===== src/rtl/stat_report_regs.sv =====
module stat_report_regs #(
  parameter int          W         = 8,
  parameter logic [W-1:0] STD_IMPL = 8'hBD,
  parameter logic [W-1:0] EV0_IMPL = 8'h2F,
  parameter int          PWR_BIT   = 7,
  parameter int          STD_SUM   = 5,
  parameter int          MAV_BIT   = 4,
  parameter int          EV0_SUM   = 0
) (
  input  logic         clk,
  input  logic         rst_n,
  input  logic [W-1:0] std_evt,
  input  logic [W-1:0] ev0_evt,
  input  logic         clr_status,
  input  logic         std_rd,
  input  logic         ev0_rd,
  input  logic         stb_rd,
  input  logic         std_en_wr,
  input  logic         ev0_en_wr,
  input  logic [W-1:0] en_wdata,
  input  logic         msg_avail,
  output logic [W-1:0] rd_data,
  output logic [W-1:0] status_byte
);

  localparam logic [W-1:0] STD_RESET = STD_IMPL & (W'(1) << PWR_BIT);

  logic [W-1:0] std_q, ev0_q, std_en_q, ev0_en_q;
  logic         std_take, ev0_take, stb_take;
  logic [W-1:0] std_set, ev0_set;

  assign std_take = std_rd;
  assign ev0_take = ev0_rd & ~std_rd;
  assign stb_take = stb_rd & ~std_rd & ~ev0_rd;
  assign std_set  = std_evt & STD_IMPL;
  assign ev0_set  = ev0_evt & EV0_IMPL;

  always_ff @(posedge clk or negedge rst_n) begin
    if (!rst_n) begin
      std_q <= STD_RESET;
      ev0_q <= '0;
    end else begin
      std_q <= ((clr_status | std_take) ? '0 : std_q) | std_set;
      ev0_q <= ((clr_status | ev0_take) ? '0 : ev0_q) | ev0_set;
    end
  end

  always_ff @(posedge clk or negedge rst_n) begin
    if (!rst_n) begin
      std_en_q <= '0;
      ev0_en_q <= '0;
    end else begin
      if (std_en_wr) std_en_q <= en_wdata;
      if (ev0_en_wr) ev0_en_q <= en_wdata;
    end
  end

  always_comb begin
    status_byte          = '0;
    status_byte[STD_SUM] = |(std_q & std_en_q);
    status_byte[MAV_BIT] = msg_avail;
    status_byte[EV0_SUM] = |(ev0_q & ev0_en_q);
  end

  always_comb begin
    rd_data = '0;
    if (std_take)      rd_data = std_q;
    else if (ev0_take) rd_data = ev0_q;
    else if (stb_take) rd_data = status_byte;
  end

  AST_UNIMPL_ZERO: assert property (@(posedge clk) disable iff (!rst_n)
    ((std_q & ~STD_IMPL) == '0) && ((ev0_q & ~EV0_IMPL) == '0));

  AST_STICKY: assert property (@(posedge clk) disable iff (!rst_n)
    (!clr_status && !std_rd) |=> ((std_q & $past(std_q)) == $past(std_q)));

  AST_READ_CLEARS: assert property (@(posedge clk) disable iff (!rst_n)
    std_rd |=> ((std_q & ~$past(std_evt)) == '0));

  AST_EVENT_WINS: assert property (@(posedge clk) disable iff (!rst_n)
    clr_status |=> ((ev0_q & $past(ev0_evt & EV0_IMPL)) == $past(ev0_evt & EV0_IMPL)));

  AST_MASK_KEEP: assert property (@(posedge clk) disable iff (!rst_n)
    (clr_status && !std_en_wr && !ev0_en_wr) |=>
      (std_en_q == $past(std_en_q)) && (ev0_en_q == $past(ev0_en_q)));

  AST_STB_NOCLEAR: assert property (@(posedge clk) disable iff (!rst_n)
    (stb_rd && !std_rd && !ev0_rd && !clr_status) |=> ((ev0_q & $past(ev0_q)) == $past(ev0_q)));

endmodule


===== config.mk =====
export PLATFORM = sky130hd
export DESIGN_NAME = stat_report_regs
export DESIGN_NICKNAME = d
export VERILOG_FILES = /design/src/rtl/stat_report_regs.sv
export SDC_FILE = /design/constraint.sdc
export NUM_CORES = 1
export LEC_CHECK = 0
export CAP_MARGIN = 20
export CORE_AREA = 4 4 65 49
export CTS_CLUSTER_SIZE = 8
export DETAILED_ROUTE_END_ITERATION = 8
export DIE_AREA = 0 0 69 53
export GPL_TIMING_DRIVEN = 0
export MAX_ROUTING_LAYER = met4
export PLACE_DENSITY_LB_ADDON = 0.08
export SYNTH_ARGS = -nofsm -noshare
export SYNTH_HDL_FRONTEND = slang
export SYNTH_SLANG_ARGS = --single-unit

===== constraint.sdc =====
create_clock -name clk -period 1.9 [get_ports clk]
set_input_delay 0.38 -clock clk [delete_from_list [all_inputs] [get_ports clk]]
set_output_delay 0.38 -clock clk [all_outputs]
set_load 0.05 [all_outputs]

# Word-level counts from Yosys, hierarchy flattened
# Index checks and enable logic that the tools add are counted.
# word_totals
inputBits	33
latch_bits	0
output_inout_bits	16
wordCells	22
memories	0
mem_bits_rw	0
reg_bits	32
rom_bits	0
# op_classes
magnitude_cmp	0
addsub	0
bitwise	11
muxes	5
n_shift	0
div	0
mul	0
eq_ne	0
n_reduce_logical	2
# op_table
cell	count
8-bit two-way mux	4
8-bit bitwise AND	2
8-bit OR reduction	2
8-bit by 6-bit OR with 8-bit output	1
8-bit OR	1
6-bit two-way mux	1
1-bit bitwise AND	3
1-bit NOT	2
1-bit OR	2

# Depth between registers and ports, before layout
# Gate-level depths: netlist of run 1.
# depth
depth_word	6
mapped_depth	4
depth_no_buf	3

# Worst setup path before layout of run 1
# No wires, ideal clock.
# synth_path
kind	input -> output
start	input port std_rd
end	output port rd_data[2]
required_ps	1520
stages	2
arrival_time_ps	1635
path_buffers	1
setup_slack_ps	-115
cell_sequence	buf_2 o21ai_0
# synth_between
elab_chain_len	4
# synth_rtl
item	line	source
from (decl)	15	input logic std_rd,
1-bit NOT	33	assign ev0_take = ev0_rd & ~std_rd;
1-bit bitwise AND	33	
8-bit two-way mux	68	else if (ev0_take) rd_data = ev0_q;
8-bit two-way mux *	67	if (std_take) rd_data = std_q;
to (decl)	22	output logic [W-1:0] rd_data,
# Mark *: on every way between the ends. The rest lies on a longest branch, timed or not.

# Worst setup path in the final report of run 1
# layout_path
start	input port msg_avail
end	output port status_byte[4]
# layout_lines
item	line	source
from (decl)	21	input logic msg_avail,
to (decl)	23	output logic [W-1:0] status_byte
# No word-level cell between the ends.

==> impl_results.md, run 1 <==
- DRT Pass-1 Iters: 4
- Num CTS Buffers: 3
- Comb pwr share: 0.225
- Port Buffers: 35
- Initial antenna violation count: 0
- Area Overhead vs Synth: 48.5%
- CP max stage delay: slightly above 0.5 ns
- Die span in x: about 69 um
- GR peak layer: met2
- Vias post-DR: between 700 and 800
- Die Area: 0.00366 sq mm
- Sequential-to-total area share from yosys stat: 0.563
- P_sw: about 0.32 mW
- Worst-path fanout max: 2
- Remaining antenna violation count: 0
- Htree depth: 1
- EDFF count, synth: 0
- Pwr Total: around 1.2 mW
- Max Cap Viol: 0
- Worst Setup SP: msg_avail
- Ys Warns: 0
- Number of cell rows: 16
- CP Data Arrival Time: 1.48 ns
- Final worst slack: 0.0400 ns
- Clock sinks: 22
- Clock Power Share: 0.340
- Slew HR: 0.377
- Max Buffers Root-to-Sink: 2
- Yosys cell types: 20
- Fin crit period: around 1.9 ns
- Setup TNS: 0 ns
- Clk_skew: 0 ns
- Data required, critical path: 1.52 ns
- Antenna diodes: 0
- Synthesized flop and latch total: 22
- Layout Utilization: 0.551
- CTS tree: yes
- Crit path buf inv count: 3
- Drt wl/cell: 13.0 um
- Yosys top cell by area: dfrtp_1
- Lkg Pwr: 0.691 nW
- Cell Chain, Critical Path: clkdlybuf4s50_1, buf_4, dlygate4sd2_1
- Remaining global-route overflow: 0
- Commonest cells post-synth: dfrtp_1, a21o_1, mux2_2
- Power density over the cells: 847 mW/mm^2
- Largest net degree at the start of global routing: 23
- Vias in the first global route: 706
- DRT Wirelength: 2110 um
- First-pass GRT wire length: around 3400 um
- Status: finished clean
- Top cell type's share of synthesized area: 0.536
- Net Sw Frac: 0.260
- RR Startpoint: std_en_q[4]
- Top post-synthesis cells by area: dfrtp_1, mux2_2, a21o_1
- Initial DRC count: 29
- Worst Max-Slew Pin Slew: roughly 0.93 ns
- Synth Cell Area: ~980 sq um
- CP endpoint kind: primary output
- Startpoint types: input pin
- Dpl ws: -0.926 ns
- Top FF cell, synth: dfrtp_1
- Detailed Place HPWL: approximately 1700 um
- Fmax: between 500 and 600 MHz
- Final Net Count: between 150 and 200
- Hold_sp: std_en_wr
- Post-CTS Setup Inserts: 0
- Ys async rst share: 1.00
- Slew Limit Fails: 0
- Synth Area per Inst: approximately 12 sq um
- VDD IR max: between 0.4 and 0.5 mV
- Initial cell density of the core: 0.371
- Die Span Y: 53 um
- HP Class: in2reg
- Worst-Skew Late Latency: approximately 0.25 ns
- Internal Power: between 0.9 and 1 mW
- Gr usage total: 0.122
- Clock Root Buffer: clkbuf_8
- Clock-pin slew on the worst setup and hold paths: roughly 0.07 ns
- Most common cell in the netlist: dfrtp_1
- Tcrit/Tclk final: 0.979
- Met1 usage: 0.158
- Critical-path top delay cell: dlygate4sd2_1
- Unrepaired setup endpoints after global routing: false
- Kind of critical path: in2out
- Met3 Use GR: 0.0474
- Crit path max-delay family: buffers and inverters
- Layout cells sized above 1: 0.278
- Synthesized instance count: a little over 80
- GR Util met2: 0.180
- Final setup violating endpoints: 0
- Hold Buf Count CTS: 0
- Register share of total power: 0.435
- DRC violation count after routing: 0
- I/O pin cnt: between 40 and 50
- Via density: around 4.7
- Final hold viol count: 0
- Core Box Area: 0.00264 sq mm
- Placer Congestion: approximately 0.81
==> logic make-up (layout without fill, tap and decap cells) <==
family                 count (synthesis)  count (layout)  synth area share
AOI/OAI and AO/OA                     24              24             0.176
DFF                                   22              22             0.563
and+or+nand+nor                       14              14            0.0638
other                                  1               6           0.00382
buffers and inverters                 10              49            0.0676
muxes                                 11              11             0.126
==> state kept, by name, indices dropped and copies added (netlist names) <==
register	flops
std_en_q	6
std_q	6
ev0_en_q	5
ev0_q	5
==> per-layer routing <==
metal  wire length (um)  vias to the layer above
met2                930                       33
met3                208                        2
met1                967                      365
met4                  8                        0
li1                   -                      369
met5                  0                        -
==> area by class of cell <==
type	instances	area, sq um
multi-input combinational	55	393
clock buffer	3	41.3
sequential	22	552
tap	36	45.0
timing repair buffer	35	327
buffer	9	65.1
fill	243	1190
clock inverter	1	30.0
inverter	1	3.75
==> worst paths after layout <==
path                                       end  slack, ns  cells after the start
worst max-delay path            status_byte[4]       0.04                      3
worst min-delay path               std_en_q[2]       0.47                      2
worst max register to register     std_en_q[4]       1.13                      1
worst min register to register     ev0_en_q[0]       0.52                      1
max in group asynchronous          ev0_en_q[0]       0.69                      1
min in group asynchronous          std_en_q[7]       0.64                      1
==> per-stage QoR <==
step / cell area (sq um) / hold slack, ns / cells
after floorplan: 1000 / 0.0844 / 87
after global placement: 1400 / 0.492 / 158
after detailed placement: 1400 / 0.500 / 158
after CTS: 1470 / 0.470 / 162
after global routing: 1460 / 0.474 / 162
final: 1460 / 0.469 / 162
==> cells in the final DEF (no fill, tap or decap), types with 2 or more instances in the layout <==
cell type	synthesis	layout
buf_4	7	11
a21o_1	12	12
mux2_2	11	11
dfrtp_1	21	21
clkdlybuf4s50_1	0	23
a22oi_1	4	4
dlygate4sd2_1	0	3
nand2_1	9	9
conb_1	1	6
clkbuf_8	0	3
o21ai_0	4	4
buf_2	2	3
clkdlybuf4s15_2	0	2
==> power by group through the flow <==
stage	combinational, mW	clock [mW]	sequential, mW
after floorplan	0.177	0	0.535
after global placement	0.286	0	0.545
after detailed placement	0.289	0	0.546
after CTS	0.283	0.430	0.537
after global routing	0.296	0.453	0.542
final	0.277	0.420	0.537
==> timing repair <==
action,4_1_cts,5_1_grt
pin swaps,1,2
endpoints found under the setup margin,10,5
cloned,0,0
gates resized for setup,40,8
No activity file was read; power rests on OpenSTA's default activity.
==> run 2, diff against run 1 <==
Settings changed: CORE_AREA 4 4 65 49 to 4 4 63 48, DIE_AREA 0 0 69 53 to 0 0 67 52.
==> run 2 against run 1 <==
The flow now finishes with violations (negative setup slack). Clock power shrank 15%. Count of clock-buffer cells in the layout unchanged. Combinational power increased by 7.6%. Final cell count up 2.5%. Highest routed layer unchanged. First-iteration DRC count decreased by 17%. Die area shrank 4.7%. Routed wire length up 12%. Register-to-register slack worse by 0.05 ns. Setup slack worse by 0.078 ns.
==> impl_results.md, run 2 (synthesis results as in run 1) <==
- Worst setup path end: rd_data[0]
- Initial DRC count: 24 (-17%)
- Most frequent cells in the layout: clkdlybuf4s50_1, dfrtp_1, a21o_1, buf_4, mux2_2
- Critical-path top delay cell: dfrtp_1
- Max Cap Viol: 0 (unchanged)
- Drt wl/cell: 14.3 um (+9.7%)
- Final hold viol count: 0 (unchanged)
- Die Span Y: 52 um (-1.9%)
- Commonest non-fill, non-tap cell in the layout: clkdlybuf4s50_1
- Cells on worst reg2reg path: 2 (+1)
- CP endpoint kind: primary output
- Reg2reg end: ev0_q[2]
- Post-DP Area: 0.00139 sq mm (-0.18%)
- Critical path depth in cells: 4 (+1)
- Worst-path fanout max: 3 (+1)
- Setup slack, reg-to-reg: 1.08 ns (-0.05 ns)
- RR Startpoint: ev0_q[2]
- Fin crit period: 1.94 ns (+0.0776 ns)
- Largest registers: std_en_q x6, std_q x6
- Clk_skew: 0 ns (unchanged)
- Remaining global-route overflow: 0 (unchanged)
- Tcrit/Tclk final: 1.02 (+0.0409)
- Die span in x: 67 um (-2.9%)
- Max Buffers Root-to-Sink: 2 (unchanged)
- Setup TNS: -0.0376 ns (-0.0376 ns)
- DRT Pass-1 Iters: 4 (unchanged)
- Net Sw Frac: 0.279 (+0.0193)
- Fmax: 516 MHz (-4.0%)
- Power density over the cells: 795 mW/mm^2 (-6.2%)
- Status: finished, violations left
- Dpl ws: -0.795 ns (+0.131 ns)
- Worst Setup SP: ev0_q[2]
- Port Buffers: 35 (unchanged)
- Clock Power Share: 0.300 (-0.040)
- Layout Utilization: 0.629 (+0.0777)
- Kind of critical path: reg2out
- Clock sinks: 22 (unchanged)
- I/O pin cnt: 49 (unchanged)
- Clock Root Buffer: clkbuf_4
- P_sw: 0.333 mW (+3.7%)
- Antenna diodes: 0 (unchanged)
- Placer Congestion: 0.804 (-0.33%)
- DRT Wirelength: 2380 um (+12%)
- Final setup violating endpoints: 1 (+1)
- DRC violation count after routing: 0 (unchanged)
- Final Net Count: 166 (+3.8%)
- Number of cell rows: 15 (-1)
- Startpoint types: flip-flop
- Internal Power: 0.859 mW (-6.0%)
- Design area: 0.00150 sq mm (+2.9%)
- Unrepaired setup endpoints after global routing: true
- VDD IR max: 0.927 mV (+98%)
- CTS tree: yes
- Initial antenna violation count: 0 (unchanged)
- Clock-pin slew on the worst setup and hold paths: 0.12 ns (+0.05 ns)
- CP max stage delay: 0.42 ns (-0.09 ns)
- Register share of total power: 0.450 (+0.015)
- Comb pwr share: 0.250 (+0.025)
- Vias in the first global route: 805 (+14%)
- Initial cell density of the core: 0.412 (+0.0403)
- Failing checks: negative setup slack
- Cell Chain, Critical Path: a222oi_1, nand2_1, a21o_1, buf_6
- CP Data Arrival Time: 1.56 ns (+0.08 ns)
- HP Class: in2async
- # fillers: 213 (-12%)
- First-pass GRT wire length: 3650 um (+8.6%)
- Pwr Total: 1.19 mW (-3.4%)
- Data required, critical path: 1.52 ns (about the same)
- Worst-Skew Late Latency: 0.31 ns (+0.06 ns)
- Via density: 4.74 (-0.13%)
- Htree depth: 1 (unchanged)
- Crit path max-delay family: compound AO/OA/AOI/OAI gates
- Remaining antenna violation count: 0 (unchanged)
- Largest net degree at the start of global routing: 23 (unchanged)
- Hold Buf Count CTS: 0 (unchanged)
- Area Overhead vs Synth: 52.8%
- Core Box Area: 0.00238 sq mm (-9.8%)
- Slew Limit Fails: 0 (unchanged)
- Vias post-DR: 787 (+2.3%)
- Layout cells sized above 1: 0.311 (+0.0328)
- Detailed Place HPWL: 1840 um (+7.0%)
- Crit path buf inv count: 1 (-2)
- Num CTS Buffers: 3 (unchanged)
- Die Area: 0.00348 sq mm (-4.7%)
- Gr usage total: 0.147 (+0.0249)
- Final worst slack: -0.0376 ns (-0.0776 ns)
- Lkg Pwr: 0.734 nW (+6.1%)
run 2: cell types whose count changed in the layout (fill, tap and decap cells not counted), moves of 2 or more:
cell      before  now
buf_2          3    6
buf_6          0    2
clkbuf_4       0    3
clkbuf_8       3    0
run 2: repair_timing:
item,CTS,global route
endpoints found under the setup margin,10,6
pin swaps,1,3
buffers inserted,1,4
gates resized for setup,34,16
run 2: area by class of cell:
cell class,instances,area (sq um),share of cell area
timing repair buffer,41,393,0.262
buffer,9,62.6,0.0417
sequential,22,552,0.368
tap,34,42.5,0.0284
inverter,1,3.75,0.00250
clock buffer,3,22.5,0.0150
multi-input combinational,55,393,0.262
clock inverter,1,30.0,0.0200
run 2: per-stage QoR:
stage	instances	hold slack, ns
CTS	161	0.407
global route	166	0.241
global placement	156	0.495
floorplan	87	0.0844
finish	166	0.257
detailed placement	156	0.501
run 2: power by group through the flow:
| stage | registers [mW] | clock network (mW) | logic (mW) |
|---|---|---|---|
| after floorplan | 0.535 | 0 | 0.177 |
| after global placement | 0.546 | 0 | 0.286 |
| after detailed placement | 0.547 | 0 | 0.290 |
| after CTS | 0.538 | 0.364 | 0.283 |
| after global routing | 0.542 | 0.382 | 0.318 |
| final | 0.537 | 0.357 | 0.298 |
run 2: worst min path at each step:
| stage | from | endpoint | slack (ns) | cells after the start |
|---|---|---|---|---|
| 2_1_floorplan | rst_n | ev0_en_q[0] | 0.08 | 0 |
| 3_3_place_gp | std_q[5] | std_q[5] | 0.49 | 1 |
| 3_5_place_dp | std_en_q[0] | std_en_q[0] | 0.50 | 1 |
| 4_1_cts | std_en_wr | std_en_q[5] | 0.41 | 2 |
| 5_1_grt | rst_n | ev0_q[1] | 0.24 | 1 |
| 6_report | rst_n | ev0_q[1] | 0.26 | 1 |
run 2: per-layer routing:
layer  track usage  part of all wire
met5             -                 0
met4        0.0404             0.011
met3        0.0540             0.066
met2         0.237              0.48
met1         0.173              0.44
